===== src/rtl/ssf_pkg.sv =====
package ssf_pkg;

  localparam int NFLAG          = 4;
  localparam int PROLOGUE_BYTES = 4;

  localparam int FLG_EOB = 0;
  localparam int FLG_RTO = 1;
  localparam int FLG_CTS = 2;
  localparam int FLG_BRK = 3;

  // byte count at which the end-of-block condition holds
  function automatic logic [31:0] eob_threshold(input logic [31:0] len);
    return len + 32'(PROLOGUE_BYTES);
  endfunction

  // true when the tick being taken completes the idle window
  function automatic logic idle_expired(input logic [31:0] cnt, input logic [31:0] limit);
    return (limit != 32'd0) && ((cnt + 32'd1) >= limit);
  endfunction

  // sticky flag update, set has priority over clear
  function automatic logic sticky_next(input logic cur, input logic set, input logic clr);
    return set | (cur & ~clr);
  endfunction

endpackage


===== src/rtl/ssf_block_counter.sv =====
module ssf_block_counter
  import ssf_pkg::*;
#(
  parameter int LEN_W = 8
) (
  input  logic             clk,
  input  logic             rst_n,
  input  logic             rx_byte_stb,
  input  logic             blk_start,
  input  logic [LEN_W-1:0] blk_len,
  output logic             eob_evt
);

  localparam int CNT_W = LEN_W + 2;
  localparam logic [CNT_W-1:0] CNT_MAX = '1;

  logic [CNT_W-1:0] cnt_q;
  logic [CNT_W-1:0] cnt_base;
  logic [CNT_W-1:0] cnt_inc;
  logic             at_or_past;

  always_comb begin
    cnt_base = blk_start ? '0 : cnt_q;
    cnt_inc  = (cnt_base == CNT_MAX) ? cnt_base : cnt_base + 1'b1;
  end

  assign at_or_past = 32'(cnt_inc) >= eob_threshold(32'(blk_len));
  assign eob_evt    = rx_byte_stb & at_or_past;

  always_ff @(posedge clk or negedge rst_n) begin
    if (!rst_n) begin
      cnt_q <= '0;
    end else if (rx_byte_stb) begin
      cnt_q <= cnt_inc;
    end else if (blk_start) begin
      cnt_q <= '0;
    end
  end

endmodule


===== src/rtl/ssf_idle_timer.sv =====
module ssf_idle_timer
  import ssf_pkg::*;
#(
  parameter int RTO_W = 16
) (
  input  logic             clk,
  input  logic             rst_n,
  input  logic             rx_byte_stb,
  input  logic             bit_tick,
  input  logic [RTO_W-1:0] rto_limit,
  output logic             rto_evt
);

  logic [RTO_W-1:0] cnt_q;
  logic             armed_q;
  logic             tick_live;
  logic             expire;

  assign tick_live = armed_q & bit_tick & ~rx_byte_stb;
  assign expire    = idle_expired(32'(cnt_q), 32'(rto_limit));
  assign rto_evt   = tick_live & expire;

  always_ff @(posedge clk or negedge rst_n) begin
    if (!rst_n) begin
      cnt_q   <= '0;
      armed_q <= 1'b0;
    end else if (rx_byte_stb) begin
      cnt_q   <= '0;
      armed_q <= 1'b1;
    end else if (tick_live) begin
      if (expire) begin
        cnt_q   <= '0;
        armed_q <= 1'b0;
      end else begin
        cnt_q   <= cnt_q + 1'b1;
      end
    end
  end

endmodule


===== src/rtl/ssf_cts_monitor.sv =====
module ssf_cts_monitor #(
  parameter int SYNC_STAGES = 2
) (
  input  logic clk,
  input  logic rst_n,
  input  logic cts_n_pin,
  output logic cts_level,
  output logic cts_chg_evt
);

  logic [SYNC_STAGES-1:0] sync_q;
  logic                   prev_q;
  logic                   synced;

  assign synced = sync_q[SYNC_STAGES-1];

  generate
    for (genvar s = 0; s < SYNC_STAGES; s++) begin : g_sync
      always_ff @(posedge clk or negedge rst_n) begin
        if (!rst_n) begin
          sync_q[s] <= 1'b1;
        end else if (s == 0) begin
          sync_q[s] <= cts_n_pin;
        end else begin
          sync_q[s] <= sync_q[(s == 0) ? 0 : s-1];
        end
      end
    end
  endgenerate

  always_ff @(posedge clk or negedge rst_n) begin
    if (!rst_n) prev_q <= 1'b1;
    else        prev_q <= synced;
  end

  assign cts_level   = ~synced;
  assign cts_chg_evt = synced ^ prev_q;

endmodule


===== src/rtl/ssf_flag_bank.sv =====
module ssf_flag_bank
  import ssf_pkg::*;
(
  input  logic             clk,
  input  logic             rst_n,
  input  logic [NFLAG-1:0] set_vec,
  input  logic [NFLAG-1:0] clr_vec,
  input  logic [NFLAG-1:0] en_vec,
  output logic [NFLAG-1:0] flags,
  output logic             irq
);

  logic [NFLAG-1:0] gated;

  generate
    for (genvar i = 0; i < NFLAG; i++) begin : g_flag
      always_ff @(posedge clk or negedge rst_n) begin
        if (!rst_n) flags[i] <= 1'b0;
        else        flags[i] <= sticky_next(flags[i], set_vec[i], clr_vec[i]);
      end
      assign gated[i] = flags[i] & en_vec[i];
    end
  endgenerate

  always_ff @(posedge clk or negedge rst_n) begin
    if (!rst_n) irq <= 1'b0;
    else        irq <= |gated;
  end

endmodule


===== src/rtl/serial_status_flags.sv =====
module serial_status_flags
  import ssf_pkg::*;
#(
  parameter int LEN_W = 8,
  parameter int RTO_W = 16
) (
  input  logic             clk,
  input  logic             rst_n,
  input  logic             rx_byte_stb,
  input  logic             blk_start,
  input  logic [LEN_W-1:0] blk_len,
  input  logic [RTO_W-1:0] rto_limit,
  input  logic             bit_tick,
  input  logic             cts_n_pin,
  input  logic             brk_det_stb,
  input  logic             thr_empty,
  input  logic [3:0]       clr_cmd,
  input  logic [3:0]       irq_en,
  output logic [3:0]       flags,
  output logic             cts_level,
  output logic             txe,
  output logic             irq
);

  // named internal events, visible to the bound checker
  logic             eob_evt;
  logic             rto_evt;
  logic             cts_chg_evt;
  logic [NFLAG-1:0] set_vec;

  ssf_block_counter #(.LEN_W(LEN_W)) u_blk (
    .clk         (clk),
    .rst_n       (rst_n),
    .rx_byte_stb (rx_byte_stb),
    .blk_start   (blk_start),
    .blk_len     (blk_len),
    .eob_evt     (eob_evt)
  );

  ssf_idle_timer #(.RTO_W(RTO_W)) u_idle (
    .clk         (clk),
    .rst_n       (rst_n),
    .rx_byte_stb (rx_byte_stb),
    .bit_tick    (bit_tick),
    .rto_limit   (rto_limit),
    .rto_evt     (rto_evt)
  );

  ssf_cts_monitor #(.SYNC_STAGES(2)) u_cts (
    .clk         (clk),
    .rst_n       (rst_n),
    .cts_n_pin   (cts_n_pin),
    .cts_level   (cts_level),
    .cts_chg_evt (cts_chg_evt)
  );

  always_comb begin
    set_vec          = '0;
    set_vec[FLG_EOB] = eob_evt;
    set_vec[FLG_RTO] = rto_evt;
    set_vec[FLG_CTS] = cts_chg_evt;
    set_vec[FLG_BRK] = brk_det_stb;
  end

  ssf_flag_bank u_bank (
    .clk     (clk),
    .rst_n   (rst_n),
    .set_vec (set_vec),
    .clr_vec (clr_cmd),
    .en_vec  (irq_en),
    .flags   (flags),
    .irq     (irq)
  );

  always_ff @(posedge clk or negedge rst_n) begin
    if (!rst_n) txe <= 1'b0;
    else        txe <= thr_empty;
  end

endmodule


===== config.mk =====
export PLATFORM = sky130hd
export DESIGN_NAME = serial_status_flags
export DESIGN_NICKNAME = d
export VERILOG_FILES = /design/src/rtl/ssf_pkg.sv /design/src/rtl/ssf_block_counter.sv /design/src/rtl/ssf_idle_timer.sv /design/src/rtl/ssf_cts_monitor.sv /design/src/rtl/ssf_flag_bank.sv /design/src/rtl/serial_status_flags.sv
export SDC_FILE = /design/constraint.sdc
export NUM_CORES = 1
export LEC_CHECK = 0
export BUFFER_PORTS_ARGS = -buffer_cell sky130_fd_sc_hd__buf_2
export CAP_MARGIN = 20
export CORE_ASPECT_RATIO = 1.1
export CORE_MARGIN = 4
export CORE_UTILIZATION = 53
export DETAILED_ROUTE_END_ITERATION = 10
export GPL_TIMING_DRIVEN = 0
export PLACE_DENSITY = 0.76
export SLEW_MARGIN = 20
export SYNTH_ARGS = -nofsm -noshare
export SYNTH_HDL_FRONTEND = slang
export SYNTH_SLANG_ARGS = --single-unit

===== constraint.sdc =====
create_clock -name clk -period 3.81 [get_ports clk]
set_clock_uncertainty 0.2 [all_clocks]
set_input_delay 0.381 -clock clk [delete_from_list [all_inputs] [get_ports clk]]
set_output_delay 0.381 -clock clk [all_outputs]
set_load 0.1 [all_outputs]

Word-level counts from Yosys, hierarchy flattened
Index checks and enable logic that the tools add are counted.

$add $sub $neg: 4. Reductions and logical operators: 6. Bitwise gates (word level): 23. Equal/unequal tests: 1. Multiplexer cells: 9. $lt $le $gt $ge: 2.

Operator list (count): $mux W16 (3); $ge A10 B32 Y1 (1); $ge A32 B16 Y1 (1); $mux W10 (3); $add A16 B1 Y17 const B (1); $add A16 B1 Y16 const B (1); $reduce_bool A16 Y1 (1); $and A1 B1 Y1 (12); $add A10 B1 Y10 const B (1); $eq A10 B10 Y1 const B (1); $add A8 B3 Y9 const B (1); $not A1 Y1 (6); $or A1 B1 Y1 (4); $reduce_bool A2 Y1 (2); $reduce_or A4 Y1 (1); $mux W1 (3); $reduce_and A2 Y1 (1); $logic_and A1 B1 Y1 (1); $xor A1 B1 Y1 (1).

Input port bits: 40. Output and inout port bits: 7. Word-level logic and storage cells: 57. Register bits: 36.

Depth between registers and ports, before layout
Gate-level depths: netlist (run 1).

Depth after elaboration: 6. Mapped depth: 15. Gate-level depth less buffers: 14.

Hierarchy
Synthesis (run 1) repeated with hierarchy kept, for this count alone.

Cell total of the unflattened synthesis: 356. Area total of the unflattened synthesis: 2977.9 um2.

By module, submodules not included: ssf_idle_timer (instances 1, cells an instance 206, area each 1589.0 um2); ssf_block_counter (instances 1, cells an instance 128, area each 1082.3 um2); ssf_flag_bank (instances 1, cells an instance 16, area each 190.2 um2); ssf_cts_monitor (instances 1, cells an instance 5, area each 91.3 um2); serial_status_flags (instances 1, cells an instance 1, area each 25.0 um2).

Least setup slack after synthesis (run 1)
Ideal clock, no wire load.

Path type: flip-flop to flip-flop. From: reg u_blk.cnt_q[0]. To: reg u_bank.flags[0]. Period minus slack after synthesis: 3.028 ns. Setup time: 0.129 ns. Data arrival time: 2.699 ns. Path slack: 0.782 ns. Stages on the path, launching flop included: 15. Data required time: 3.481 ns. Buffers on the path: 1. Cells stage by stage: dfrtp_1 nor2b_2 ha_1 and3_1 and3_2 nand3_2 buf_2 mux2_2 ha_1 a21o_1 a21o_1 a21oi_1 o21ai_0 nand3_1 nand3_1.

Word-level cells in the longest chain between the ends: 6. Elaborated cells on any way between the ends: 7. Classes of those cells: add/sub: 1; order compare: 1; eq/ne: 1; mux: 2; bitwise: 2.

Ends and longest elaborated chain: start: declaration (RTL line ssf_block_counter.sv:17) `logic [CNT_W-1:0] cnt_q;`; start signal: assignment (RTL line ssf_block_counter.sv:34) `cnt_q <= cnt_inc;`; $mux W10 *; $add A10 B1 Y10 or $eq A10 B10 Y1 (tied branches) (RTL line ssf_block_counter.sv:24) `cnt_inc = (cnt_base == CNT_MAX) ? cnt_base : cnt_base + 1'b1;`; $mux W10 * (RTL line ssf_block_counter.sv:24); $ge A10 B32 Y1 * (RTL line ssf_block_counter.sv:27) `assign at_or_past = 32'(cnt_inc) >= eob_threshold(32'(blk_len));`; $and A1 B1 Y1 * (RTL line ssf_block_counter.sv:28) `assign eob_evt = rx_byte_stb & at_or_past;`; $or A1 B1 Y1 * (RTL line ssf_pkg.sv:23) `return set | (cur & ~clr);`; end signal: indexed assignment (RTL line ssf_flag_bank.sv:19) `else flags[i] <= sticky_next(flags[i], set_vec[i], clr_vec[i]);`; end: declaration (RTL line ssf_flag_bank.sv:9) `output logic [NFLAG-1:0] flags,`.

Mark *: on every way between the ends. The rest lies on a longest branch, timed or not. A chain may end at the register's enable or synchronous reset.

Worst setup path in the final report (run 1)
From: reg u_idle.cnt_q[0]. To: reg u_idle.cnt_q[9].

Word-level cells in the longest chain between the ends: 6. Elaborated cells on any way between the ends: 7. Classes of those cells: add/sub: 2; order compare: 1; mux: 3; reduce/logical: 1.

Ends and longest elaborated chain: start: declaration (RTL line ssf_idle_timer.sv:14) `logic [RTO_W-1:0] cnt_q;`; start signal: assignment (RTL line ssf_idle_timer.sv:35) `cnt_q <= cnt_q + 1'b1;`; $add A16 B1 Y17 (RTL line ssf_pkg.sv:18) `return (limit != 32'd0) && ((cnt + 32'd1) >= limit);`; $ge A32 B16 Y1 (RTL line ssf_pkg.sv:18); $logic_and A1 B1 Y1 (RTL line ssf_pkg.sv:18); $mux W16 * (RTL line ssf_idle_timer.sv:31) `if (expire) begin`; $mux W16 * (RTL line ssf_idle_timer.sv:30) `end else if (tick_live) begin`; $mux W16 * (RTL line ssf_idle_timer.sv:27) `end else if (rx_byte_stb) begin`.

Mark *: on every way between the ends. The rest lies on a longest branch, timed or not. The select of a mux whose other input is x is not followed.

==> reports/summary.txt, run 1 <==
Clk_lat worst skew - 0.29 ns
Routability cong. - 0.839
Final Hold Viols - 33
Overall Global Routing Usage - 18.8%
Psw - 0.229 mW
Starting DRT DRC Count - 122
Simple-gate area share of the yosys netlist - 21.6%
Synth unique cells - 46
Fillcell total - 405
H-tree levels - 2
DP Area - 2910 µm²
Crit path max fanout - 10
Synth Area in Adders - 13.4%
Setup ws final - 0.368 ns
Vias in the first global route - 2095
Finished Cell Area - 3030 µm²
Reg2Reg Setup Slack - 0.37 ns
Antenna Cells - 0
Synthesized area - 2610 µm²
Number of vias per cell - 5.54
Starting Density - 55.4%
Critical Path Max Stage Delay - 0.44 ns
Crit-path slowest cell - dfrtp_1
Slew @ Worst Pin - 0.775 ns
CP arrival - 3.42 ns
Share of flip-flops with an asynchronous set or reset - 100%
Ranking of synthesized cells by area - dfrtp_1, ha_1, a22o_1
Switching share of power - 26.3%
CP startpoint kind - register
FF-to-FF End - u_idle.cnt_q[9]
Full die area - 6120 µm²
Worst slack, placed - 0.353 ns
Site row count - 26
Reg power frac - 46.0%
Core area - 4720 µm²
CTS clk-pin slew, worst paths - 0.08 ns
Die Y-Extent - 81.6 µm
Longest Clk Path Bufs - 2
Synth Register Bits - 36
Top cell type's share of synthesized area - 31.6%
Req. time, crit path - 3.79 ns
Largest family of logic cells by synthesized area - simple AND/OR/NAND/NOR gates
Worst VDD drop - 0.000297 V
Pin count of the biggest net entering global routing - 37
First-pass GRT wire length - 9030 µm
Post-synth top area cell - dfrtp_1
Worst Hold Class - in2async
Setup CP Type - reg2reg
Slew Limit Fails - 0
Synth Area in Compound Gates - 16.1%
Total gr overflow - 0
Synth Warn # - 0
Final design utilization - 64.3%
Worst slew margin - 48.3%
DIE WIDTH - 74.9 µm
Layout cells sized above 1 - 21.8%
ANT nets after route - 0
Max Fclk - 291 MHz
Port-buffer cells - 45
Detail Placement HPWL - 4170 µm
IO Pins - 47
WL final - 5260 µm
Worst setup EP type - register
Cts bufs inserted - 5
Int Pwr - 0.642 mW
WL/cell - 13.3 µm
Cells along the critical path - ha_1 > nand3_2 > or3_1 > nor2_1 > xor2_1 > ha_1 > and4_1 > nand2_1 > a211oi_1 > o21ai_2 > o211ai_2 > inv_2 > buf_6 > a22o_1
Register area share after synthesis - 34.6%
RSZ-0062 raised after global routing - false
Synth Flop Type - dfrtp_1
Fin nets - 406
Setup TNS - 0 ns
TritonCTS clock tree - built
Mean Syn Cell Area - 9.19 µm²
Pwr dens - 287 nW/µm²
Combinational power share - 16.7%
Xor/xnor cell area share of the yosys netlist - 8.72%
# setup viols final - 0
Layout area overhead - 16.2%
Minimum clock period after layout - 3.44 ns
Leakage power - 1.60 nW
Worst hold slack - -0.0353 ns
CTS Sinks - 36
CTS root buffer - clkbuf_8
RR Startpoint - u_idle.cnt_q[0]
Most common cell on crit path - ha_1
MaxCap Viol Count - 0
Net count after synthesis - 352
Initial antenna violation count - 0
Drt drc - 0
Status - finished, violations left
FF-to-FF path depth - 14
Post-synth EDFFs - 0
Failing checks - negative hold slack
Post-synthesis mux area share - 0.862%
Setup bufs post-CTS - 0
Cells after Synth - 284
Via Count - 2188
Final period util - 90.3%
Initial DRT Pass Iterations - 4
Clock Power Share - 37.3%
==> worst max-delay path: cells and delay by family, from the launching register on <==
kind	cells	cell delay, ns
XOR/XNOR	1	0.11
AND/OR/NAND/NOR	5	1.00
buffers and inverters	2	0.25
AO/OA/AOI/OAI	4	0.80
adder cells (fa/ha/maj)	2	0.53
flip-flops	1	0.44
==> repair_timing <==
action                    4_1_cts  5_1_grt
hold buffers                    2        0
hold endpoints to repair        2        0
gates resized for setup         0        0
==> how the worst max path moves through the flow <==
stage / start / end / slack, ns / cells after the start
2_1_floorplan: u_blk.cnt_q[0] / u_bank.flags[0] / 0.78 / 14
3_3_place_gp: blk_start / u_bank.flags[0] / 0.36 / 16
3_5_place_dp: blk_start / u_bank.flags[0] / 0.35 / 16
4_1_cts: u_idle.cnt_q[0] / u_idle.cnt_q[5] / 0.37 / 14
5_1_grt: u_idle.cnt_q[0] / u_idle.cnt_q[9] / 0.14 / 14
6_report: u_idle.cnt_q[0] / u_idle.cnt_q[9] / 0.37 / 14
==> cells in the mapped netlist, types with 2 or more instances <==
cell,instances
a22o_1,15
clkbuf_1,2
nor2b_1,6
inv_1,22
nand2b_1,6
dfrtp_1,33
buf_2,3
xnor2_1,13
nor4_1,4
nand3_2,2
nand4_1,5
a22oi_1,2
a21oi_1,12
nand2_1,23
and4_1,3
nor2_1,14
a21o_1,9
a31oi_1,3
nor3_1,3
nand3_1,18
and3_1,8
nand4_2,2
a211oi_1,2
o21ai_0,9
ha_1,28
xor2_1,13
mux2_2,2
dfstp_2,3
nor2b_2,2
==> layout make-up <==
type                            count  area [µm²]  share of cell area [%]
Multi-Input combinational cell    219        1590                    52.3
Sequential cell                    36         905                    29.8
Timing Repair Buffer               47         245                    8.08
Inverter                           23        86.3                    2.85
Clock buffer                        6        72.6                    2.39
Tap cell                           56        70.1                    2.31
Clock inverter                      2        35.0                    1.15
Buffer                              6        33.8                    1.11
==> cell families (layout without fill, tap and decap cells) <==
group | count (synthesis) | in the layout
xor gates and xnor gates | 26 | 26
adders and majority gates | 28 | 28
AOI/OAI and AO/OA | 60 | 60
and+or+nand+nor | 103 | 103
muxes | 2 | 2
DFF | 36 | 36
buffers and inverters | 29 | 84
==> metal layers <==
layer  vias up  track usage (%)  share of wire (%)
li1       1124                -                  -
met1      1020             25.4                 49
met2        40             30.7                 46
met3         4             3.92                4.5
met4         0             4.27               0.53
met5         -                0                  0
==> metrics by stage <==
step / instances / power (mW)
2_1_floorplan: 284 / 0.501
3_3_place_gp: 385 / 0.549
3_5_place_dp: 385 / 0.553
4_1_cts: 395 / 0.881
5_1_grt: 395 / 0.921
6_report: 395 / 0.872
==> sequential cells by signal (all words and copies together) (netlist names) <==
name            flops
u_idle.cnt_q       16
u_bank.irq          1
txe                 1
u_idle.armed_q      1
u_cts.synced        1
u_cts.prev_q        1
u_cts.sync_q        1
u_bank.flags        4
u_blk.cnt_q        10
==> power by group through the flow <==
stage	clock (mW)	sequential [mW]	combinational, mW
global route	0.353	0.402	0.165
CTS	0.332	0.401	0.148
detailed placement	0	0.408	0.145
floorplan	0	0.433	0.0674
global placement	0	0.408	0.141
finish	0.325	0.401	0.146
==> placed cells by master (no fill, tap or decap), types with 3 or more instances in the layout <==
master	instances
nor4_1	4
nand2b_1	6
nor2b_1	6
and4_1	3
a22o_1	15
dfrtp_1	33
nor2_1	14
a21oi_1	12
nand3_1	18
buf_2	48
dfstp_2	3
nor3_1	3
nand4_1	5
a31oi_1	3
o21ai_0	9
xnor2_1	13
ha_1	28
clkbuf_1	3
inv_1	22
xor2_1	13
nand2_1	23
a21o_1	9
clkbuf_8	5
and3_1	8
Power figures use the tool's default switching activity.
==> inputs of run 2 (changes only) <==
CORE_UTILIZATION = 51   (was 53)
PLACE_DENSITY = 0.77   (was 0.76)
clock period = 2.8 ns   (was 3.81 ns; I/O delays follow)
==> reports/summary.txt, run 2 (same netlist as run 1, synthesis figures left out) <==
Biggest regs - u_idle.cnt_q: 16 flops, u_blk.cnt_q: 10 flops, u_bank.flags: 4 flops (unchanged)
ANT nets after route - 0 (unchanged)
RSZ-0062 raised after global routing - true (was false)
Reg with most FFs - u_idle.cnt_q (unchanged)
Reg2Reg Setup Slack - -0.30 ns (was 0.37 ns)
Pin count of the biggest net entering global routing - 37 (unchanged)
Cts bufs inserted - 5 (unchanged)
Die Y-Extent - 83.0 µm (was 81.6 µm)
Worst slew margin - 48.8% (was 48.3%)
Status - finished, violations left (unchanged)
Core area - 5000 µm² (was 4720 µm²)
Vias in the first global route - 2338 (was 2095)
Setup ws final - -0.304 ns (was 0.368 ns)
H-tree levels - 2 (unchanged)
Port-buffer cells - 45 (unchanged)
Most frequent cells in the layout - buf_2, dfrtp_1, ha_1, nand2_1 (was buf_2, dfrtp_1, ha_1, nand2_1, inv_1)
Overall Global Routing Usage - 18.6% (was 18.8%)
Starting Density - 52.2% (was 55.4%)
Initial DRT Pass Iterations - 4 (unchanged)
TritonCTS clock tree - built (unchanged)
Crit-path slowest cell - dfrtp_1 (unchanged)
Worst VDD drop - 0.000279 V (was 0.000297 V)
Setup crit end - u_idle.cnt_q[1] (was u_idle.cnt_q[9])
Total Power - 1.16 mW (was 0.872 mW)
Minimum clock period after layout - 3.10 ns (was 3.44 ns)
IO Pins - 47 (unchanged)
Layout area overhead - 28.7% (was 16.2%)
Worst slack, placed - -0.389 ns (was 0.353 ns)
Longest Clk Path Bufs - 2 (unchanged)
Max Fclk - 322 MHz (was 291 MHz)
Pwr dens - 346 nW/µm² (was 287 nW/µm²)
Total gr overflow - 0 (unchanged)
Clk_lat worst skew - 0.29 ns (about the same)
Slew Limit Fails - 0 (unchanged)
First-pass GRT wire length - 9940 µm (was 9030 µm)
FF-to-FF End - u_idle.cnt_q[1] (was u_idle.cnt_q[9])
Failing checks - negative setup slack (was negative hold slack)
Max reg flops - 16 (unchanged)
Finished Cell Area - 3360 µm² (was 3030 µm²)
Req. time, crit path - 2.77 ns (was 3.79 ns)
Drt drc - 0 (unchanged)
WL final - 5850 µm (was 5260 µm)
Crit path max fanout - 5 (was 10)
Slew @ Worst Pin - 0.768 ns (was 0.775 ns)
RR Startpoint - u_idle.cnt_q[0] (unchanged)
CP arrival - 3.07 ns (was 3.42 ns)
Site row count - 27 (was 26)
Leakage power - 1.75 nW (was 1.60 nW)
Routability cong. - 0.842 (was 0.839)
CTS clk-pin slew, worst paths - 0.06 ns (was 0.08 ns)
Most common cell after layout, fill and taps aside - buf_2 (unchanged)
Setup CP Type - reg2reg (unchanged)
DP Area - 2960 µm² (was 2910 µm²)
CTS Sinks - 36 (unchanged)
Crit path max-delay family - simple AND/OR/NAND/NOR gates (unchanged)
Via Count - 2346 (was 2188)
Final period util - 111% (was 90.3%)
Critical Path Max Stage Delay - 0.41 ns (was 0.44 ns)
CTS root buffer - clkbuf_8 (unchanged)
DIE WIDTH - 76.2 µm (was 74.9 µm)
Initial antenna violation count - 0 (unchanged)
WL/cell - 13.9 µm (was 13.3 µm)
MaxCap Viol Count - 0 (unchanged)
Stages on the worst setup path - 14 (unchanged)
Worst setup EP type - register (unchanged)
Number of vias per cell - 5.59 (was 5.54)
Starting DRT DRC Count - 93 (was 122)
Cells along the critical path - ha_2 > nand3_4 > or3_4 > nor2_2 > xor2_2 > ha_1 > and4_1 > nand2_1 > a211oi_2 > o21ai_2 > o211ai_2 > inv_2 > buf_4 > a22o_1 (was ha_1 > nand3_2 > or3_1 > nor2_1 > xor2_1 > ha_1 > and4_1 > nand2_1 > a211oi_1 > o21ai_2 > o211ai_2 > inv_2 > buf_6 > a22o_1)
FF-to-FF path depth - 14 (unchanged)
Fin nets - 429 (was 406)
Full die area - 6330 µm² (was 6120 µm²)
Detail Placement HPWL - 4240 µm (was 4170 µm)
CP startpoint kind - register (unchanged)
Worst Hold Class - in2reg (was in2async)
Antenna Cells - 0 (unchanged)
CP bufs+invs - 2 (unchanged)
Worst setup startpoint - u_idle.cnt_q[0] (unchanged)
# setup viols final - 18 (was 0)
Fillcell total - 409 (was 405)
Final Hold Viols - 0 (was 33)
Layout cells sized above 1 - 32.0% (was 21.8%)
==> run 2: repair_timing <==
item,CTS,global route
hold buffers,4,0
gates resized for setup,16,7
pin swaps,13,6
buffers inserted,20,2
endpoints found under the setup margin,19,19
hold endpoints to repair,36,0
==> run 2: metal layers <==
| metal | vias up | wire length, µm | GRT usage (%) |
|---|---|---|---|
| li1 | 1170 | - | - |
| met1 | 1118 | 2610 | 22.6 |
| met2 | 45 | 2910 | 32.5 |
| met3 | 13 | 218 | 4.23 |
| met4 | 0 | 103 | 6.26 |
| met5 | - | 0 | 0 |
==> run 2: layout make-up <==
cell class	count	area, µm²	share of cell area (%)
inverters	23	86.3	2.57
clock buffers	8	90.1	2.68
plain buffers	5	28.8	0.856
multi-input cells	219	1750	52.0
well taps	58	72.6	2.16
repair buffers	71	430	12.8
flip-flops and latches	36	906	27.0
==> run 2: worst min-delay path by stage <==
stage | start | to | slack [ns] | depth (start not counted)
after CTS | irq_en[3] | u_bank.irq | 0.02 | 3
after global routing | irq_en[3] | u_bank.irq | 0.05 | 3
after detailed placement | u_cts.sync_q[0] | u_cts.synced | 0.15 | 0
final | irq_en[3] | u_bank.irq | 0.02 | 3
after floorplan | rst_n | txe | -0.22 | 0
after global placement | u_cts.sync_q[0] | u_cts.synced | 0.15 | 0
==> run 2: power by group <==
part           total (mW)  switching, mW  internal [mW]
Combinational       0.240          0.139          0.101
Sequential          0.545        0.00836          0.536
Clock               0.376          0.176          0.201
Total                1.16          0.323          0.838
==> run 2: tightest hold or removal path, cell delays in order <==
cell and delay, ns:
buf_2 0.08, a22oi_1 0.06, nand2_1 0.06
==> run 2: per-stage QoR <==
step / hold slack (ns) / utilization (%) / TNS, ns / instances
3_3_place_gp: 0.148 / 59.1 / -5.30 / 387
2_1_floorplan: -0.216 / - / -0.452 / 284
5_1_grt: 0.0461 / 67.2 / -7.30 / 420
4_1_cts: 0.0204 / 66.2 / -3.61 / 418
6_report: 0.0241 / 67.2 / -4.93 / 420
3_5_place_dp: 0.148 / 59.1 / -5.87 / 387
